### config.mk
export PLATFORM = sky130hd
export DESIGN_NAME = wdog_upcount
export DESIGN_NICKNAME = d
export VERILOG_FILES = /design/src/rtl/wdog_pkg.sv /design/src/rtl/wdog_mcyc_tick.sv /design/src/rtl/wdog_count_core.sv /design/src/rtl/wdog_rst_pulse.sv /design/src/rtl/wdog_upcount.sv
export SDC_FILE = /design/constraint.sdc
export NUM_CORES = 1
export LEC_CHECK = 0
export CAP_MARGIN = 20
export CORE_MARGIN = 5
export CORE_UTILIZATION = 52
export CTS_BUF_LIST = sky130_fd_sc_hd__clkbuf_4 sky130_fd_sc_hd__clkbuf_8 sky130_fd_sc_hd__clkbuf_16
export DETAILED_ROUTE_END_ITERATION = 8
export DONT_BUFFER_PORTS = 1
export PLACE_DENSITY = 0.79
export SLEW_MARGIN = 5
export SYNTH_ARGS = -nofsm -noshare
export SYNTH_HDL_FRONTEND = slang
export SYNTH_SLANG_ARGS = --single-unit
### constraint.sdc
create_clock -name clk -period 3 [get_ports clk]
set_input_delay 0.15 -clock clk [delete_from_list [all_inputs] [get_ports clk]]
set_output_delay 0.15 -clock clk [all_outputs]
set_load 0.005 [all_outputs]
### src/rtl/wdog_pkg.sv
package wdog_pkg;

  // Clocks in one machine cycle, before stalls are added.
  function automatic int unsigned mcyc_len(input logic xfer,
                                           input int unsigned bus_cyc,
                                           input int unsigned base_cyc);
    if (xfer && (bus_cyc > base_cyc)) return bus_cyc;
    return base_cyc;
  endfunction

  // Increments remaining from a reload until the all-ones value.
  function automatic longint unsigned steps_left(input int unsigned cnt_w,
                                                 input int unsigned load_w,
                                                 input longint unsigned value);
    return ((64'd1 << cnt_w) - 64'd1) - (value << (cnt_w - load_w));
  endfunction

endpackage

### src/rtl/wdog_mcyc_tick.sv
module wdog_mcyc_tick #(
  parameter int LEN_W    = 3,
  parameter int BASE_CYC = 4
) (
  input  logic             clk,
  input  logic             rst,
  input  logic             clr,
  input  logic             stall,
  input  logic             xfer,
  input  logic [LEN_W-1:0] bus_len,
  output logic             tick
);
  import wdog_pkg::*;

  localparam int PH_W  = LEN_W;
  localparam int CL_W  = PH_W + 1;
  localparam int GAP_W = CL_W + 2;

  logic [PH_W-1:0] phase;
  logic [CL_W-1:0] cyc_len;
  logic            last_clk;

  assign cyc_len  = CL_W'(mcyc_len(xfer, 32'(bus_len), BASE_CYC));
  assign last_clk = ({1'b0, phase} >= (cyc_len - CL_W'(1)));
  assign tick     = !stall && last_clk;

  always_ff @(posedge clk) begin
    if (rst || clr)  phase <= '0;
    else if (tick)   phase <= '0;
    else if (!stall) phase <= phase + PH_W'(1);
  end

  // Clocks since the previous machine-cycle end, for the spacing check.
  logic [GAP_W-1:0] gap;
  always_ff @(posedge clk) begin
    if (rst || clr || tick)      gap <= '0;
    else if (gap != '1)          gap <= gap + GAP_W'(1);
  end

  // machine-cycle ends are at least BASE_CYC clocks apart
  a_r3_min_spacing: assert property (@(posedge clk) disable iff (rst)
    tick |-> (gap >= GAP_W'(BASE_CYC - 1)));

  // a stalled clock never ends the machine cycle
  a_r5_stall_phase: assert property (@(posedge clk) disable iff (rst)
    (stall && !clr) |=> $stable(phase));

endmodule

### src/rtl/wdog_count_core.sv
module wdog_count_core #(
  parameter int CNT_W  = 24,
  parameter int LOAD_W = 8
) (
  input  logic              clk,
  input  logic              rst,
  input  logic              wr_en,
  input  logic [LOAD_W-1:0] wr_data,
  input  logic              tick,
  output logic [CNT_W-1:0]  cnt,
  output logic              terminal,
  output logic              timeout_evt
);
  localparam int LOW_W = CNT_W - LOAD_W;

  logic [CNT_W-1:0] load_word;

  assign load_word   = {wr_data, {LOW_W{1'b0}}};
  assign terminal    = (cnt == {CNT_W{1'b1}});
  assign timeout_evt = terminal && !wr_en;

  always_ff @(posedge clk) begin
    if (rst)           cnt <= '0;
    else if (wr_en)    cnt <= load_word;
    else if (terminal) cnt <= '0;
    else if (tick)     cnt <= cnt + CNT_W'(1);
  end

  // a write places the byte on top and zeroes the rest
  a_r2_reload: assert property (@(posedge clk) disable iff (rst)
    wr_en |=> (cnt[CNT_W-1:LOW_W] == $past(wr_data)) && (cnt[LOW_W-1:0] == '0));

  // one step per machine-cycle end
  a_r3_step: assert property (@(posedge clk) disable iff (rst)
    (tick && !wr_en && !terminal) |=> (cnt == $past(cnt) + CNT_W'(1)));

  // a held all-ones count wraps to zero
  a_r6_wrap_zero: assert property (@(posedge clk) disable iff (rst)
    timeout_evt |=> (cnt == '0));

endmodule

### src/rtl/wdog_rst_pulse.sv
module wdog_rst_pulse #(
  parameter int HOLD = 4
) (
  input  logic clk,
  input  logic rst,
  input  logic fire,
  output logic pulse
);
  localparam int HW = $clog2(HOLD + 1);

  logic [HW-1:0] hold;

  always_ff @(posedge clk) begin
    if (rst)            hold <= '0;
    else if (fire)      hold <= HW'(HOLD);
    else if (hold != 0) hold <= hold - HW'(1);
  end

  assign pulse = (hold != '0);

  // a timeout raises the request on the next clock
  a_r6_fire_pulse: assert property (@(posedge clk) disable iff (rst)
    fire |=> pulse);

  // the request only rises after a timeout
  a_r6_rise_cause: assert property (@(posedge clk) disable iff (rst)
    $rose(pulse) |-> $past(fire));

endmodule

### src/rtl/wdog_upcount.sv
module wdog_upcount #(
  parameter int CNT_W    = 24,
  parameter int RELOAD_W = 8,
  parameter int LEN_W    = 3,
  parameter int BASE_CYC = 4,
  parameter int RST_HOLD = 4
) (
  input  logic                clk,
  input  logic                rst,
  input  logic                wr_en,
  input  logic [RELOAD_W-1:0] wr_data,
  input  logic [LEN_W-1:0]    bus_len,
  input  logic                xfer_act,
  input  logic                stall,
  output logic                wdt_rst
);
  logic             mc_tick;
  logic             phase_clr;
  logic [CNT_W-1:0] cnt;
  logic             terminal;
  logic             timeout_evt;

  assign phase_clr = wr_en || timeout_evt;

  wdog_mcyc_tick #(.LEN_W(LEN_W), .BASE_CYC(BASE_CYC)) i_tick (
    .clk(clk), .rst(rst), .clr(phase_clr), .stall(stall),
    .xfer(xfer_act), .bus_len(bus_len), .tick(mc_tick)
  );

  wdog_count_core #(.CNT_W(CNT_W), .LOAD_W(RELOAD_W)) i_core (
    .clk(clk), .rst(rst), .wr_en(wr_en), .wr_data(wr_data), .tick(mc_tick),
    .cnt(cnt), .terminal(terminal), .timeout_evt(timeout_evt)
  );

  wdog_rst_pulse #(.HOLD(RST_HOLD)) i_pulse (
    .clk(clk), .rst(rst), .fire(timeout_evt), .pulse(wdt_rst)
  );

  // the count holds through a stalled clock
  a_r5_count_hold: assert property (@(posedge clk) disable iff (rst)
    (stall && !wr_en && !terminal) |=> $stable(cnt));

  // a write on the terminal clock suppresses the request
  a_r8_write_wins: assert property (@(posedge clk) disable iff (rst)
    (terminal && wr_en && !wdt_rst) |=> !wdt_rst);

endmodule

==> flow_summary_export.csv, run 1 <==
group,metric,value,unit
status,status,"finished, final reports clean",
timing,period_share,70.0,%
yosys,synth.avg_cell_area,8.60,um2
placed_design,port_buffers,0,
floorplanning,die_y,67.6,um
timing,slew_viol_final,0,
critical_path,worst_setup_path_end_kind,"register",
yosys,ys_ff_latch,30,
critical_path,worstPathCellList,"ha_1 > nand3_1 > nor4_1 > a21oi_1 > nand2b_1 > nor2_1",
timing,finalClockSkew,0.00574,ns
routing,vias,1359,
timing,hold_viol_final,0,
timing,timing.fmax,476,MHz
critical_path,worst-path-buf-inv,0,
clock_tree,cts_setup_buffers,0,
yosys,syn_area,0.00173,mm2
pwr,swShare,27.7,%
job,maxCapViolCount,0,
worst_hold_path,hold_start,"wr_data[2]",
routing,ant_nets,0,
timing,slew_headroom,52.0,%
worst_hold_path,hold_path_class,"in -> reg",
critical_path,worstPathRequired,3.19,ns
yosys,synth.distinct_cells,47,
pwr,leakagePower,0.672,nW
layout,drive_above_1_share,13.1,%
routing,drtIter0Drc,177,
placed_design,dp_slack,0.776,ns
layout,antenna-diode-count,0,
timing,worst_pin_slew,0.720,ns
pwr,switchingPower,0.224,mW
timing,fin_crit,2.10,ns
timing,setup_tns,0,ns
clock_tree,cts_sinks,30,
critical_path,critical_path.startpoint_type,"register",
global_routing,grt_pass1_vias,1217,
layout,final_util,56.3,%
yosys,synth_cells,201,
floorplanning,die_w,67.6,um
timing,rsz0062_at_grt,"no",
floorplanning,ioPinCount,17,
clock_tree,numCtsBuffers,5,
yosys,ys_seq_area_share,34.8,%
floorplanning,initial_utilization,52.6,%
clock_tree,clk_pin_slew,0.10,ns
yosys,synth_commonest_cells,"40 x nor2_1, 30 x dfxtp_1, 14 x xor2_1, 11 x nand2_1, 11 x nand3_1",
global_routing,grt_start_max_net_pins,20,
pwr,power_frac_seq,53.4,%
critical_path,startpoint,"i_core.cnt[0]",
placed_design,dp_hpwl,2250,um
placed_design,placed_cell_area,0.00173,mm2
yosys,synthArstFlopShare,0,%
critical_path,r2r-start,"i_core.cnt[0]",
routing,routed_wl,3260,um
yosys,synth_top_area_share,34.8,%
critical_path,crit_type,"reg -> reg",
critical_path,cp.arrival,2.29,ns
global_routing,grt_pass1_wl,5390,um
layout,final_area,0.00185,mm2
pwr,irDropWorstVdd,0.165,mV
floorplanning,die_area,0.00458,mm2
clock_tree,clk_latency,0.33,ns
critical_path,max_stage_delay,0.56,ns
global_routing,grtUsageTotal,15.6,%
critical_path,cpLargestDelayFamily,"simple AND/OR/NAND/NOR gates",
pwr,internal-power,0.585,mW
yosys,yosys.area.top_type,"dfxtp_1",
routing,drcViolationCount,0,
global_routing,overflow,0,
timing,timing.hold.ws,0.0107,ns
global_routing,antenna_found_initial,0,
pwr,p_comb_share,14.1,%
placed_design,gp_congestion,0.905,
pwr,pwr-share-clk,32.5,%
yosys,yosysWarnings,0,
clock_tree,clockRootBuffer,"clkbuf_4",
timing,report.final.setup_viol,0,
routing,routed_wire_length_per_instance,12.9,um
layout,syn2layout_area_growth,6.95,%
yosys,synth_nets,226,
layout,nets,230,
clock_tree,htreeDepth,2,
yosys,synth_area_leaders,"dfxtp_1 35%, nor2_1 8.7%, xor2_1 7.1%",
yosys,yosys.cell_count.top_type,"nor2_1",
routing,vias_per_cell,5.39,
clock_tree,cts_tree,"yes",
floorplanning,std_cell_rows,21,
layout,nFillCells,308,
critical_path,crit_slowest_cell,"nand2b_1",
floorplanning,design.core.area,0.00328,mm2
routing,dr.pass1.iters,5,
critical_path,worst-path-max-fanout,19,
timing,fin_ws,0.901,ns
clock_tree,clk_path_buf_depth,2,
pwr,power.density,438,mW/mm2
yosys,synth_edf_count,0,
yosys,synth_flop_cell,"dfxtp_1",
## placed cells by master, fill, tap and decap left out, types with 2 or more instances in the layout
master / count
xor2_1: 14
xnor2_1: 7
o21ai_0: 2
dlygate4sd3_1: 5
and3_1: 2
a22oi_1: 2
a2111oi_2: 2
dfxtp_1: 30
clkbuf_4: 6
ha_1: 9
nand3_2: 4
a21oi_1: 8
inv_1: 8
nor4_1: 4
nor2_1: 40
a211oi_1: 2
nand3_1: 11
nand4_1: 7
nor3_1: 6
nand2_1: 11
## repair_timing
item,4_1_cts,5_1_grt
gates resized for setup,0,0
hold buffers,4,1
hold endpoints to repair,7,1
## sequential cells by signal (all words and copies together) (netlist names)
signal,count
i_core.cnt,24
i_pulse.hold,3
i_tick.phase,3
## metrics by stage
stage | instances | power, mW
global route | 252 | 0.858
floorplan | 201 | 0.532
detailed placement | 239 | 0.548
global placement | 239 | 0.542
finish | 252 | 0.810
CTS | 251 | 0.813
## cell type report
type                    count  area (um2)  area share (%)
clock inverters             1        5.00           0.271
inverters                   8        30.0            1.62
multi-input cells         155        1050            56.6
flip-flops and latches     30         601            32.5
clock buffers               7        58.8            3.18
repair buffers              5        50.0            2.71
well taps                  46        57.6            3.11
## layer usage
metal | routed length (um) | vias to the layer above | share of wire [%] | track usage (%)
met3 | 154 | 9 | 4.7 | 4.66
met5 | 0 | - | 0 | 0
met4 | 57 | 0 | 1.7 | 7.34
met2 | 1470 | 34 | 45 | 23.2
met1 | 1580 | 609 | 48 | 20.5
li1 | - | 707 | - | -
## power by group through the flow
| stage | combinational, mW | clock, mW | sequential (mW) |
|---|---|---|---|
| final | 0.114 | 0.264 | 0.432 |
| after global routing | 0.135 | 0.288 | 0.435 |
| after CTS | 0.115 | 0.266 | 0.432 |
| after detailed placement | 0.107 | 0 | 0.441 |
| after global placement | 0.102 | 0 | 0.441 |
| after floorplan | 0.0954 | 0 | 0.437 |
## path summary, 6_finish.rpt
kind | end | slack [ns] | cells past startpoint
setup reg to reg | i_core.cnt[7] | 0.90 | 6
hold reg to reg | i_tick.phase[2] | 0.50 | 2
hold / removal | i_core.cnt[18] | 0.01 | 2
setup / recovery | i_core.cnt[7] | 0.90 | 6
## kinds of logic (layout without fill, tap and decap cells)
family / after synthesis / after routing / share of synthesized area, %
AND/OR/NAND/NOR: 101 / 101 / 32.6
flip-flops: 30 / 30 / 34.8
AO/OA/AOI/OAI: 23 / 23 / 10.2
XOR/XNOR: 21 / 21 / 10.6
buffers and inverters: 16 / 21 / 4.71
adder cells (fa/ha/maj): 9 / 9 / 6.52
multiplexers: 1 / 1 / 0.579
## worst reg2reg max path: stages (launching register included)
cell and delay (ns):
dfxtp_1 0.42, ha_1 0.20, nand3_1 0.18, nor4_1 0.32, a21oi_1 0.16, nand2b_1 0.56
nor2_1 0.12
(Power assumes the default switching activity.)
==> run 2: changes to the inputs <==
- ABC_AREA: unset -> 1
- PLACE_DENSITY: 0.79 -> 0.82
- clock period: 3 -> 1.7 ns (I/O delays scaled with it)
==> run 2 against run 1 <==
Effect of this change: power is 110% higher; via count increased by 43%; wire length rose by 40%; non-clock buffer count rose by 10; die area grew 16%; clock skew shrank 0.0033 ns; cell area increased by 25%; first-iteration DRC count down 39%; area after synthesis is 19% higher; largest cell class unchanged.
==> flow_summary_export.csv, run 2 <==
group,metric,value,unit
status,status,"finished, final reports clean",
timing,period_share,94.9,%
global_routing,overflow,0,
pwr,leakagePower,0.905,nW
global_routing,antenna_found_initial,0,
timing,slew_viol_final,0,
layout,reg_top3,"i_core.cnt x24, i_pulse.hold x3, i_tick.phase x3",
placed_design,gp_congestion,0.841,
critical_path,crit_type,"reg -> reg",
worst_hold_path,hold_end,"i_tick.phase[2]",
yosys,synthArstFlopShare,0,%
layout,nets,359,
floorplanning,die_w,72.9,um
clock_tree,cts_tree,"yes",
routing,routed_wire_length_per_instance,11.9,um
pwr,power.density,725,mW/mm2
layout,final_area,0.00232,mm2
clock_tree,clk_path_buf_depth,2,
critical_path,worst_setup_path_end_kind,"register",
floorplanning,design.core.area,0.00374,mm2
timing,worst_pin_slew,0.298,ns
placed_design,placed_cell_area,0.00213,mm2
pwr,power,1.68,mW
critical_path,worstPathRequired,1.88,ns
routing,ant_nets,0,
critical_path,worstReg2RegEnd,"i_core.cnt[9]",
timing,report.final.setup_viol,0,
critical_path,r2r_slack,0.09,ns
floorplanning,initial_utilization,55.0,%
floorplanning,die_y,72.9,um
global_routing,grt_pass1_wl,7890,um
timing,fin_crit,1.61,ns
layout,syn2layout_area_growth,12.5,%
layout,final_common_cell,"nand2_1",
critical_path,critical_path.startpoint_type,"register",
routing,drtIter0Drc,108,
layout,nFillCells,366,
yosys,synth_nets,343,
worst_hold_path,hold_start,"rst",
yosys,yosys.area.top_type,"dfxtp_1",
job,maxCapViolCount,0,
layout,multi_input_area,0.00132,mm2
yosys,synth.distinct_cells,28,
critical_path,cp.arrival,1.79,ns
yosys,synth_area_leaders,"dfxtp_1 29%, nand2_1 18%, nor2_1 9.5%",
timing,rsz0062_at_grt,"yes",
critical_path,r2r_cells,10,
yosys,ys_ff_latch,30,
floorplanning,die_area,0.00532,mm2
critical_path,r2r-start,"i_tick.phase[1]",
timing,setup_tns,0,ns
yosys,synth_top_area_share,29.2,%
yosys,synth.avg_cell_area,6.48,um2
timing,slew_headroom,80.1,%
yosys,synth_flop_cell,"dfxtp_1",
worst_hold_path,hold_path_class,"in -> reg",
clock_tree,clk_latency,0.29,ns
critical_path,worst-path-max-fanout,11,
worst_hold_path,holdPathStages,3,
layout,drive_above_1_share,18.3,%
floorplanning,std_cell_rows,22,
routing,dr.pass1.iters,4,
clock_tree,clk_pin_slew,0.06,ns
layout,largest_register_ffs,24,
timing,fin_ws,0.0871,ns
timing,hold_viol_final,0,
layout,antenna-diode-count,0,
pwr,irDropWorstVdd,0.565,mV
routing,routed_wl,4550,um
placed_design,dp_hpwl,3300,um
global_routing,grt_pass1_vias,1818,
clock_tree,htreeDepth,2,
timing,finalClockSkew,0.00240,ns
placed_design,port_buffers,0,
placed_design,dp_slack,-0.0991,ns
clock_tree,clockRootBuffer,"clkbuf_8",
routing,drcViolationCount,0,
routing,vias_per_cell,5.10,
floorplanning,ioPinCount,17,
yosys,synth_cells,318,
global_routing,grt_start_max_net_pins,17,
layout,final_util,61.9,%
yosys,syn_area,0.00206,mm2
yosys,synth_commonest_cells,"101 x nand2_1, 52 x nor2_1, 30 x dfxtp_1, 29 x inv_1, 18 x nand3_1",
yosys,yosysWarnings,0,
timing,timing.fmax,620,MHz
yosys,ys_seq_area_share,29.2,%
clock_tree,numCtsBuffers,5,
clock_tree,cts_sinks,30,
layout,regMostFlops,"i_core.cnt",
global_routing,grtUsageTotal,18.8,%
layout,regArea,604,um2
yosys,synth_edf_count,0,
routing,vias,1948,
yosys,yosys.cell_count.top_type,"nand2_1",
layout,final_cell_mix,"100 x nand2_1, 51 x nor2_1, 27 x inv_1, 27 x dfxtp_1, 17 x nand3_1",
run 2: cell types whose count changed after synthesis, sizes merged, moves of 3 or more:
cell and delta:
a211oi -3, nor2 +26, a21oi +7, nand4 -5, xnor2 -3, inv +23
nor3 -5, nand3 +4, nand2 +98, nor4 -6, o21ai +8, xor2 -7
run 2: kinds of logic (layout without fill, tap and decap cells):
family                   Yosys count  in the layout  share of synthesized area [%]
adder cells (fa/ha/maj)            9              9                           5.47
AO/OA/AOI/OAI                     27             27                           7.47
flip-flops                        30             30                           29.2
AND/OR/NAND/NOR                  204            204                           44.8
buffers and inverters             37             53                           8.44
XOR/XNOR                          11             11                           4.68
run 2: final cells by class:
class | instances | area share (%)
clock buffers | 7 | 3.62
inverters | 31 | 5.40
multi-input cells | 251 | 56.8
flip-flops and latches | 30 | 26.1
well taps | 48 | 2.59
repair buffers | 15 | 5.46
run 2: stage by stage:
step / cells / hold WS (ns)
after global placement: 368 / 0.156
after detailed placement: 368 / 0.159
after CTS: 379 / 0.0113
after floorplan: 318 / 0.154
after global routing: 382 / 0.0282
final: 382 / 0.0144
run 2: critical path, stage by stage (launching register included):
cell and delay (ns):
dfxtp_1 0.33, ha_1 0.31, nand2_1 0.07, nand2_1 0.04
nand2_1 0.06, nand3_2 0.10, nand2_4 0.14, buf_4 0.19
nor2_1 0.06, xnor2_1 0.16, nor2_2 0.04
run 2: routing by layer:
| layer | routed length, um | global-route usage (%) | up-vias |
|---|---|---|---|
| met5 | 0 | 0 | - |
| met4 | 65 | 6.35 | 0 |
| met3 | 197 | 5.37 | 9 |
| met2 | 2210 | 31.8 | 30 |
| met1 | 2070 | 22.8 | 887 |
| li1 | - | - | 1022 |
run 2: power by group:
part / internal [mW] / switching, mW
Sequential: 0.752 / 0.0347
Clock: 0.313 / 0.258
Combinational: 0.134 / 0.187
run 2: worst max path at each step:
stage	start	endpoint	slack (ns)	cells after the start
6_report	i_tick.phase[1]	i_core.cnt[9]	0.09	10
5_1_grt	i_core.cnt[2]	i_core.cnt[17]	-0.03	10
4_1_cts	i_tick.phase[0]	i_core.cnt[13]	0.005	12
3_5_place_dp	bus_len[0]	i_core.cnt[13]	-0.1	12
3_3_place_gp	bus_len[0]	i_core.cnt[16]	-0.02	12
2_1_floorplan	bus_len[0]	i_core.cnt[21]	0.07	12
run 2: what timing repair did:
item / 4_1_cts / 5_1_grt
endpoints found under the setup margin: 0 / 25
hold endpoints to repair: 4 / 0
resized for setup: 0 / 14
buffers inserted: 0 / 3
hold buffers: 4 / 0
